**config.mk**
```make
export PLATFORM = sky130hd
export DESIGN_NAME = strm_prio_arb
export DESIGN_NICKNAME = d
export VERILOG_FILES = /design/src/rtl/strm_prio_arb.sv
export SDC_FILE = /design/constraint.sdc
export NUM_CORES = 1
export LEC_CHECK = 0
export CORE_MARGIN = 2
export CORE_UTILIZATION = 36
export CTS_BUF_LIST = sky130_fd_sc_hd__clkbuf_8
export DETAILED_ROUTE_END_ITERATION = 16
export HOLD_SLACK_MARGIN = 0.1
export PLACE_DENSITY = 0.92
export SYNTH_ARGS = -nofsm -noshare
export SYNTH_HDL_FRONTEND = slang
export SYNTH_SLANG_ARGS = --single-unit
export TNS_END_PERCENT = 100
```
**constraint.sdc**
```tcl
create_clock -name clk -period 2.6 [get_ports clk]
set_input_delay 0.52 -clock clk [delete_from_list [all_inputs] [get_ports clk]]
set_output_delay 0.52 -clock clk [all_outputs]
set_load 0.01 [all_outputs]
```
**src/rtl/strm_prio_arb.sv**
```systemverilog
module strm_prio_arb #(
  parameter int NSTRM = 8,
  parameter int NCHAN = 8,
  parameter int PW    = 2
) (
  input  logic                            clk,
  input  logic                            rst_n,
  input  logic [NSTRM*NCHAN-1:0]          chan_req,
  input  logic [NSTRM*$clog2(NCHAN)-1:0]  chan_sel,
  input  logic [NSTRM*PW-1:0]             prio_lvl,
  input  logic [NSTRM-1:0]                strm_en,
  input  logic                            done,
  output logic [NSTRM-1:0]                grant,
  output logic [$clog2(NSTRM)-1:0]        grant_idx,
  output logic                            grant_vld
);
  localparam int SW = $clog2(NSTRM);
  localparam int CW = $clog2(NCHAN);

  logic [NSTRM-1:0] elig;
  logic             win_vld;
  logic [SW-1:0]    win_idx;
  logic [PW-1:0]    best;
  logic             vld_q;
  logic [SW-1:0]    idx_q;

  for (genvar s = 0; s < NSTRM; s++) begin : g_elig
    assign elig[s] = strm_en[s] & chan_req[s*NCHAN + int'(chan_sel[s*CW +: CW])];
  end

  always_comb begin
    win_vld = 1'b0;
    win_idx = '0;
    best    = '0;
    for (int s = 0; s < NSTRM; s++) begin
      if (elig[s] && (!win_vld || prio_lvl[s*PW +: PW] > best)) begin
        win_vld = 1'b1;
        win_idx = SW'(s);
        best    = prio_lvl[s*PW +: PW];
      end
    end
  end

  wire rearb = !vld_q || done;

  always_ff @(posedge clk or negedge rst_n) begin
    if (!rst_n) begin
      vld_q <= 1'b0;
      idx_q <= '0;
    end else if (rearb) begin
      vld_q <= win_vld;
      idx_q <= win_idx;
    end
  end

  assign grant_vld = vld_q;
  assign grant_idx = idx_q;
  assign grant     = vld_q ? (NSTRM'(1) << idx_q) : '0;
endmodule


```
==> run metrics <==
combinational share of power 83.5%; layout cells sized above 1 39.2%; DRC violations left 0; clock share of power 8.8%; Num CTS Buffers 3; Netlist cell types 49; maximum level of the CTS H-tree 1; Peak Freq 104 MHz; pin count of the biggest net entering global routing 8; CTS tree yes; Tot GR Track Use 32.5%; Initial Util 37.2%; Reg clk slew, reported paths 0.03 ns; nets 493; CTS Buffer Depth 2; critical path's slowest cell or4_4; Slew HR 64.6%; wire per inst 21.9 um; initial drt markers 170; P per Cell Area 432 nW/um2; Mapped Cells 170; Worst EP arrival 9.68 ns; worst r2r dst grant_idx[0]; fillers 178; num ports 127; Power Internal 0.896 mW; MaxCap Viol Count 0; area grow syn2layout 142%; Req. time, crit path 2.67 ns; vias in the first global route 2,611; net switching power 0.649 mW; met2 usage 64.6%; reg2reg start grant_vld; count of final max-slew check failures 0; vias per inst 6.09; switching power share of the total 42.0%; failing checks negative setup slack; FF+latch count, synth 4; RSZ-0062 raised after global routing true; Main synth FF type dfrtp_1; final design utilization 90.1%; Tcrit/Tclk final 369%; IO buf count 126; Synth Net Count 299; first-pass GRT wire length 11,400 um; met3 Use GR 6.25%; antenna-violating nets left 0; CP Class input port to flop; worst slew pin tran 0.527 ns; Worst path max stage delay 0.55 ns; crit start category input port; most used routing layer met2; Reg2Reg Depth 4; final hold vios 0; Post-DP HPWL 5210 um; status finished with violations; Vias 2,508; Worst Clk Skew 0.00545 ns; Syn. warnings 0; mean post-synth cell area 8.70 um2; final total power 1.55 mW; GR Overflow Total 0; flop2flop setup slack 1.36 ns; CTS Root Cell clkbuf_8; met1 Usage GRT 30.0%; Hold Buf Count CTS 0; First-pass DRT Iterations 4; Row Count 23; Setup Viol. Count Final 4; initial antenna violation count 0; die height 68.1 um; Syn Std Cell Area 1480 um2; Final Wtd Congestion 0.919; register area share after synthesis 6.77%; Clock Latency Late Sink 0.23 ns; Flop pwr share 7.7%; min Tclk post-route 9.61 ns; die width 68.1 um; CP endpoint kind flop; Placeable Area 3970 um2; DRT Wirelength 9030 um; final setup margin -7.01 ns; Worst VDD drop 191 uV; Die Footprint 4640 um2; ANT cells 0; EDFF count, synth 0; Pleak 1.53 nW; HP Class input port to asynchronous set/reset pin; CP Max Fanout 5; clk sink count 4; asr flop ratio synth 100%
[what timing repair did]
| item | in CTS | in global routing |
|---|---|---|
| gates resized for setup | 49 | 28 |
| setup endpoints to repair | 4 | 4 |
| endpoints found under the hold margin | 0 | 0 |
| pin swaps | 36 | 43 |
| setup buffers | 9 | 10 |
[logic make-up (layout without fill, tap and decap cells)]
family	after synthesis	in the layout	synth area share [%]
fa+ha+maj	14	14	11.8
buf+inv	18	210	4.82
simple gates	61	61	22.8
compound gates	51	51	26.1
flops	4	4	6.77
mux	22	22	27.7
[cell type report]
type	instances	area (um2)	area share [%]
Timing Repair Buffer	190	1730	48.5
Multi-Input combinational cell	148	1570	44.0
Sequential cell	4	100	2.80
Inverter	17	66.3	1.85
Tap cell	50	62.6	1.75
Clock buffer	3	41.3	1.15
[stage by stage]
step | worst slack, ns | instance area [um2] | hold WS, ns | instances | setup TNS [ns]
after global routing | -7.26 | 3580 | 0.516 | 412 | -21.75
after floorplan | -5.71 | 1550 | 0.224 | 170 | -17.06
after detailed placement | -6.81 | 3200 | 0.625 | 390 | -20.64
final | -7.01 | 3580 | 0.507 | 412 | -20.94
after CTS | -6.08 | 3370 | 0.502 | 402 | -18.10
after global placement | -6.39 | 3200 | 0.589 | 390 | -19.34
[critical path, delay by kind of cell]
kind,cells,cell delay (ns)
AOI/OAI and AO/OA,28,4.68
adders and majority gates,7,1.84
and+or+nand+nor,8,1.58
muxes,2,0.79
buffers and inverters,4,0.26
[cells in the mapped netlist (3+ instances only)]
library cell | instances | share of area [%]
a22oi_1 | 3 | 1.5
a211oi_1 | 4 | 2.0
nand2_1 | 11 | 2.8
inv_1 | 17 | 4.3
a21o_1 | 3 | 1.5
mux4_2 | 13 | 20
nor2_1 | 12 | 3.0
a211o_1 | 3 | 1.8
ha_1 | 14 | 12
and2_1 | 4 | 1.7
a31oi_1 | 3 | 1.3
nor3_1 | 4 | 1.4
nor2b_1 | 8 | 3.4
nand2b_1 | 4 | 1.7
a22o_1 | 3 | 1.8
dfrtp_1 | 4 | 6.8
o31ai_1 | 3 | 1.5
a21oi_1 | 10 | 3.4
mux2_2 | 6 | 4.6
o21ai_0 | 4 | 1.4
nand3_1 | 3 | 1.0
[worst max path at each step]
stage	from	endpoint	slack (ns)	cells past startpoint
2_1_floorplan	chan_sel[0]	grant_idx[1]	-5.71	45
3_3_place_gp	chan_sel[0]	grant_idx[1]	-6.39	46
3_5_place_dp	chan_sel[0]	grant_idx[2]	-6.81	47
4_1_cts	chan_sel[0]	grant_idx[2]	-6.08	46
5_1_grt	chan_sel[2]	grant_idx[1]	-7.26	47
6_report	chan_sel[0]	grant_idx[2]	-7.01	49
[power groups by stage]
stage / logic, mW / clock network [mW] / registers [mW]
after floorplan: 0.469 / 0 / 0.116
after global placement: 0.930 / 0 / 0.112
after detailed placement: 0.974 / 0 / 0.115
after CTS: 1.05 / 0.137 / 0.114
after global routing: 1.38 / 0.140 / 0.120
final: 1.29 / 0.137 / 0.118
[sequential cells by signal, summed over array words and instances, names as in the netlist]
signal / flops
grant_idx: 3
grant_vld: 1
[placed cells by master (no fill, tap or decap), types with 4 or more instances in the layout]
cell type        synthesis  final
a21oi_2                  0      6
inv_1                   17     13
nand2_1                 11      9
nor2b_1                  8      4
and2_1                   4      4
mux2_2                   6      5
buf_6                    0      4
buf_2                    0      6
mux4_2                  13     13
nor3_1                   4      4
ha_1                    14      9
dfrtp_1                  4      4
ha_4                     0      4
dlygate4sd2_1            0      4
buf_4                    1     60
nand2b_1                 4      4
clkdlybuf4s50_1          0    112
nor2_1                  12     11
[layer usage]
layer  wire [um]  share of wire, %  vias to the layer above
met3         678               7.5                       75
met1        3020                33                     1168
met4         620               6.9                        0
li1            -                 -                     1060
met5           0                 0                        -
met2        4710                52                      205
No activity file was read; power rests on OpenSTA's default activity.
